`config.mk`:
```
export PLATFORM = sky130hd
export DESIGN_NAME = keylink_rx
export DESIGN_NICKNAME = d
export VERILOG_FILES = /design/src/rtl/keylink_pkg.sv /design/src/rtl/keylink_sync.sv /design/src/rtl/keylink_shift.sv /design/src/rtl/keylink_hold.sv /design/src/rtl/keylink_rx.sv
export SDC_FILE = /design/constraint.sdc
export NUM_CORES = 1
export LEC_CHECK = 0
export BUFFER_PORTS_ARGS = -buffer_cell sky130_fd_sc_hd__buf_2
export CORE_MARGIN = 1.5
export CORE_UTILIZATION = 57
export DETAILED_ROUTE_END_ITERATION = 6
export PLACE_DENSITY = 0.76
export SYNTH_ARGS = -nofsm -noshare
export SYNTH_HDL_FRONTEND = slang
export SYNTH_HIERARCHICAL = 1
export SYNTH_SLANG_ARGS = --single-unit
export TNS_END_PERCENT = 50
```
`constraint.sdc`:
```
create_clock -name clk -period 2.45 [get_ports clk]
set_input_delay 0.49 -clock clk [delete_from_list [all_inputs] [get_ports clk]]
set_output_delay 0.49 -clock clk [all_outputs]
set_load 0.03 [all_outputs]
```
`src/rtl/keylink_pkg.sv`:
```
package keylink_pkg;
  typedef enum logic [1:0] {
    LK_IDLE    = 2'd0,
    LK_RECV    = 2'd1,
    LK_RELEASE = 2'd2
  } lk_state_e;
endpackage

```
`src/rtl/keylink_sync.sv`:
```
module keylink_sync #(
  parameter int W = 3
) (
  input  logic         clk,
  input  logic         rst_n,
  input  logic [W-1:0] din,
  output logic [W-1:0] q
);
  for (genvar i = 0; i < W; i++) begin : g_line
    logic meta, stab;
    always_ff @(posedge clk or negedge rst_n) begin
      if (!rst_n) begin
        meta <= 1'b0;
        stab <= 1'b0;
      end else begin
        meta <= din[i];
        stab <= meta;
      end
    end
    assign q[i] = stab;
  end
endmodule

```
`src/rtl/keylink_shift.sv`:
```
module keylink_shift #(
  parameter int DATA_BITS = 8
) (
  input  logic                 clk,
  input  logic                 rst_n,
  input  logic                 arm,
  input  logic                 strobe_s,
  input  logic                 data_s,
  output logic                 done,
  output logic                 stop_bit,
  output logic [DATA_BITS-1:0] byte_o
);
  localparam int CW = $clog2(DATA_BITS + 1);

  logic          strobe_q;
  logic [CW-1:0] cnt;
  logic          edge_s;

  assign edge_s   = strobe_s & ~strobe_q;
  assign done     = arm & edge_s & (cnt == CW'(DATA_BITS));
  assign stop_bit = data_s;

  always_ff @(posedge clk or negedge rst_n) begin
    if (!rst_n) begin
      strobe_q <= 1'b0;
      cnt      <= '0;
      byte_o   <= '0;
    end else begin
      strobe_q <= strobe_s;
      if (!arm) begin
        cnt <= '0;
      end else if (edge_s && cnt != CW'(DATA_BITS)) begin
        byte_o <= {data_s, byte_o[DATA_BITS-1:1]};
        cnt    <= cnt + 1'b1;
      end
    end
  end
endmodule

```
`src/rtl/keylink_hold.sv`:
```
module keylink_hold #(
  parameter int DATA_BITS = 8
) (
  input  logic                 clk,
  input  logic                 rst_n,
  input  logic                 load,
  input  logic [DATA_BITS-1:0] din,
  input  logic                 rd,
  output logic                 valid,
  output logic [DATA_BITS-2:0] code,
  output logic                 make,
  output logic                 ovr
);
  always_ff @(posedge clk or negedge rst_n) begin
    if (!rst_n) begin
      valid <= 1'b0;
      code  <= '0;
      make  <= 1'b0;
      ovr   <= 1'b0;
    end else if (load) begin
      code  <= din[DATA_BITS-2:0];
      make  <= din[DATA_BITS-1];
      valid <= 1'b1;
      ovr   <= valid & ~rd;
    end else if (rd) begin
      valid <= 1'b0;
      ovr   <= 1'b0;
    end
  end
endmodule

```
`src/rtl/keylink_rx.sv`:
```
module keylink_rx
  import keylink_pkg::*;
#(
  parameter int DATA_BITS = 8,
  parameter int HOLD_CYC  = 64
) (
  input  logic                 clk,
  input  logic                 rst_n,
  input  logic                 kb_req,
  input  logic                 kb_strobe,
  input  logic                 kb_data,
  output logic                 kb_ack,
  output logic                 evt_valid,
  input  logic                 evt_ready,
  output logic [DATA_BITS-2:0] evt_code,
  output logic                 evt_make,
  output logic                 irq,
  output logic                 frame_err,
  output logic                 overrun
);
  localparam int WCW = $clog2(HOLD_CYC + 1);

  logic [2:0]           sync_q;
  logic                 req_s, strobe_s, data_s;
  logic                 frm_done, stop_bit;
  logic [DATA_BITS-1:0] frm_byte;
  logic                 rd;
  logic                 timed_out, gate_open;
  logic [WCW-1:0]       wait_cnt;
  lk_state_e            state;

  keylink_sync #(.W(3)) sync_i (
    .clk(clk), .rst_n(rst_n),
    .din({kb_req, kb_strobe, kb_data}), .q(sync_q)
  );
  assign {req_s, strobe_s, data_s} = sync_q;

  keylink_shift #(.DATA_BITS(DATA_BITS)) shift_i (
    .clk(clk), .rst_n(rst_n), .arm(state == LK_RECV),
    .strobe_s(strobe_s), .data_s(data_s),
    .done(frm_done), .stop_bit(stop_bit), .byte_o(frm_byte)
  );

  assign rd = evt_valid & evt_ready;

  keylink_hold #(.DATA_BITS(DATA_BITS)) hold_i (
    .clk(clk), .rst_n(rst_n), .load(frm_done & stop_bit), .din(frm_byte),
    .rd(rd), .valid(evt_valid), .code(evt_code), .make(evt_make), .ovr(overrun)
  );

  assign irq       = evt_valid;
  assign timed_out = (wait_cnt == WCW'(HOLD_CYC));
  assign gate_open = ~evt_valid | timed_out;

  always_ff @(posedge clk or negedge rst_n) begin
    if (!rst_n) begin
      state     <= LK_IDLE;
      kb_ack    <= 1'b0;
      frame_err <= 1'b0;
      wait_cnt  <= '0;
    end else begin
      if (state == LK_IDLE && req_s && evt_valid && !timed_out)
        wait_cnt <= wait_cnt + 1'b1;
      else if (!(state == LK_IDLE && req_s && evt_valid))
        wait_cnt <= '0;
      unique case (state)
        LK_IDLE: if (req_s && gate_open) begin
          kb_ack    <= 1'b1;
          frame_err <= 1'b0;
          state     <= LK_RECV;
        end
        LK_RECV: if (frm_done) begin
          kb_ack <= 1'b0;
          if (!stop_bit) frame_err <= 1'b1;
          state <= LK_RELEASE;
        end
        LK_RELEASE: if (!req_s) state <= LK_IDLE;
        default: state <= LK_IDLE;
      endcase
    end
  end
endmodule

```
==> flow_summary_export.csv <==
group,metric,value,unit
run_status,status,"complete, no violations",
power,ir_worst_vdd,374,uV
power,combPwrFrac,0.296,
critical_path,critPathLaunchType,"register",
floorplan,num_rows,20,
cells_and_area,fin_area,1950,sq um
run,cap_viol_max_count,0,
detailed_routing,route.top_layer_used,"met4",
critical_path,crit_type,"reg2reg",
detailed_routing,drt_iter0_drc,27,
global_routing,antenna_found_initial,0,
global_routing,grt_pass1_wl,4790,um
global_routing,grt_overflow,0,
place,gp_congestion,0.759,
cts,cts_made_buffers,5,
cts,htreeDepth,2,
floorplan,chipWidth,59.4,um
power,p_switching,0.583,mW
timing,layout_setup_ws,0.601,ns
detailed_routing,wl_met1,1220,um
cts,ctsHoldBuffers,0,
cts,cts_tree,"built",
synth,synthTopCellsByArea,"dfrtp_1, mux2_4, ha_1",
power,power_leakage,0.947,nW
power,switching_share,0.332,
timing,setup_tns,0,ns
global_routing,grt_max_degree,41,
synth,synth_top_area_frac,0.552,
critical_path,worst_ep_required_time,2.68,ns
place,dp_slack,0.618,ns
synth,synthCells,139,
place,place_area,1900,sq um
cts,root_buffer,"clkbuf_4",
power,power_density,903,nW/um^2
synth,ys_types,33,
cells_and_area,areaGrowthSynthToFinish,7.39,%
timing,period_share,0.755,
timing,slew_headroom,0.436,
detailed_routing,drc_errors,0,
detailed_routing,num_vias,1062,
synth,yosys.area.top_type,"dfrtp_1",
cells_and_area,drive_gt1_frac,0.318,
synth,syn_avg_cell_area,13.0,sq um
timing,finalMaxSlewViolations,0,
timing,fin_skew,0.00441,ns
floorplan,initial_core_util,0.598,
critical_path,cp_max_fo,10,
detailed_routing,wire_per_inst,13.7,um
power,p_int,1.17,mW
place,dp.final_hpwl,2010,um
global_routing,grtUsageTotal,0.186,
synth,syn_nets,149,
cells_and_area,diodes,0,
cts,clk_latency,0.34,ns
cts,cts_resized,0,
detailed_routing,first_pass_iters,4,
critical_path,reg2reg_slack,0.60,ns
timing,hold_violations,0,
floorplan,core_area,3030,sq um
timing,clock.fmax,0.541,GHz
power,pwr-share-seq,0.532,
detailed_routing,detail-route-antenna-nets,0,
timing,finalSetupViolations,0,
timing,period_minus_slack,1.85,ns
synth,ys_seq_elements,40,
place,io_buffer_count,18,
cts,cts.sinks,40,
synth,yosysSeqAreaShare,0.552,
detailed_routing,route.met2.wl,1370,um
detailed_routing,routed_wl,2750,um
cts,clk_pin_slew,0.11,ns
timing,worstMarginPinSlew,0.846,ns
power,clock_power_share,0.171,
synth,syn_area,1810,sq um
critical_path,arrival,2.08,ns
timing,rsz0062_at_grt,"false",
global_routing,first_global_vias,1070,
cts,clockBufferDepth,2,
synth,synth_warnings,6,
detailed_routing,vias_per_cell,5.28,
floorplan,die_h,59.4,um
cells_and_area,fin_nets,167,
floorplan,ios,19,
critical_path,worstSetupEndpointType,"register",
detailed_routing,route.met3.wl,127,um
cts,post-cts-setup-buffers,0,
floorplan,die_area,3530,sq um
min_path,hold_path.class,"in2async",
[layer usage]
layer | up-vias | global-route usage
li1 | 512 | -
met1 | 522 | 0.232
met2 | 23 | 0.297
met3 | 5 | 0.0633
met4 | 0 | 0.0747
met5 | - | 0
[cells in the final DEF, fill, tap and decap left out]
master      count
or3_1           2
buf_2          18
and2_1          3
mux2_4         16
a211oi_1        1
clkinvlp_4      1
ha_1            4
and3_4          1
buf_4           2
dfrtp_1        40
nor4b_2         1
nor2_1          4
clkinv_2        1
and2b_1         1
nand3b_1        2
a221o_1         2
clkbuf_4        5
xor2_1          2
nand3b_4        1
nand3_1         2
inv_1           7
nor2b_1         3
nand2b_1        1
nand4_1         4
a41o_1          1
nor3_1          1
nor3b_2         1
a21oi_1         3
mux2i_1         3
nor2b_4         1
o21ai_0         7
nand2_1        13
a31oi_1         1
a21o_2          1
and4bb_2        1
[worst paths after layout]
| path | start | endpoint | cells past startpoint |
|---|---|---|---|
| max in group asynchronous | rst_n | shift_i/strobe_q$_DFF_PN0_ | 1 |
| setup reg to reg | shift_i/cnt[0]$_DFFE_PN0P_ | hold_i/code[2]$_DFFE_PN0P_ | 8 |
| hold / removal | rst_n | shift_i/cnt[3]$_DFFE_PN0P_ | 1 |
| hold reg to reg | sync_i/g_line[0].meta$_DFF_PN0_ | sync_i/g_line[0].stab$_DFF_PN0_ | 0 |
| min in group clk | kb_strobe | sync_i/g_line[1].meta$_DFF_PN0_ | 1 |
| setup / recovery | shift_i/cnt[0]$_DFFE_PN0P_ | hold_i/code[2]$_DFFE_PN0P_ | 8 |
[state kept, by name, indices dropped and copies added (netlist names)]
signal / count
shift_i/cnt: 4
kb_ack: 1
hold_i/valid: 1
sync_i/g_line.stab: 3
state: 2
frame_err: 1
shift_i/byte_o: 8
hold_i/code: 7
sync_i/g_line.meta: 3
hold_i/make: 1
wait_cnt: 7
shift_i/strobe_q: 1
hold_i/ovr: 1
[power by group through the flow]
stage,registers (mW),logic (mW),clock network (mW)
global route,0.955,0.563,0.339
finish,0.935,0.521,0.301
floorplan,1.00,0.341,0
CTS,0.937,0.526,0.316
global placement,0.934,0.507,0
detailed placement,0.950,0.525,0
[synth_stat cells]
cell and n:
and4bb_2 1, buf_2 1, dfrtp_1 40, nor3_1 1, nand3_1 2, inv_1 7
nor2b_4 1, a21o_2 1, buf_4 5, and2_1 3, nand2_1 13, a221o_1 2
nor3b_2 1, a21oi_1 3, nor2b_1 3, ha_1 4, a211oi_1 1, nand3b_1 2
or3_1 2, and3_4 1, o21ai_0 7, xor2_1 2, nor2_1 4, mux2_4 16
and2b_1 1, buf_6 3, nand3b_4 1, nand2b_1 1, a41o_1 1, mux2i_1 3
nor4b_2 1, nand4_1 4, a31oi_1 1
[kinds of logic after synthesis]
logic type | count (synthesis) | share of synthesized area
simple gates | 42 | 0.148
flops | 40 | 0.552
mux | 19 | 0.149
compound gates | 16 | 0.0566
buf+inv | 16 | 0.0566
fa+ha+maj | 4 | 0.0276
xor+xnor | 2 | 0.00967
[layout make-up]
type / instances / area (sq um)
fill: 246 / 1080
timing repair buffer: 20 / 105
inverter: 7 / 26.3
sequential: 40 / 1000
clock buffer: 5 / 37.5
tap: 44 / 55.1
clock inverter: 2 / 12.5
multi-input combinational: 83 / 708
[critical path, cell delays in order, from the launching register on]
cell	delay, ns
dfrtp_1	0.42
inv_1	0.10
ha_1	0.20
nand3b_4	0.10
nor2_1	0.20
inv_1	0.08
nor2_1	0.11
buf_4	0.22
mux2_4	0.32
[metrics by stage]
step,utilization,power [mW],instances,hold WS (ns)
2_1_floorplan,-,1.34,139,0.194
3_3_place_gp,0.626,1.44,194,0.333
3_5_place_dp,0.626,1.47,194,0.336
4_1_cts,0.643,1.78,201,0.231
5_1_grt,0.643,1.86,201,0.225
6_report,0.643,1.76,201,0.246
No activity file was read; power rests on OpenSTA's default activity.
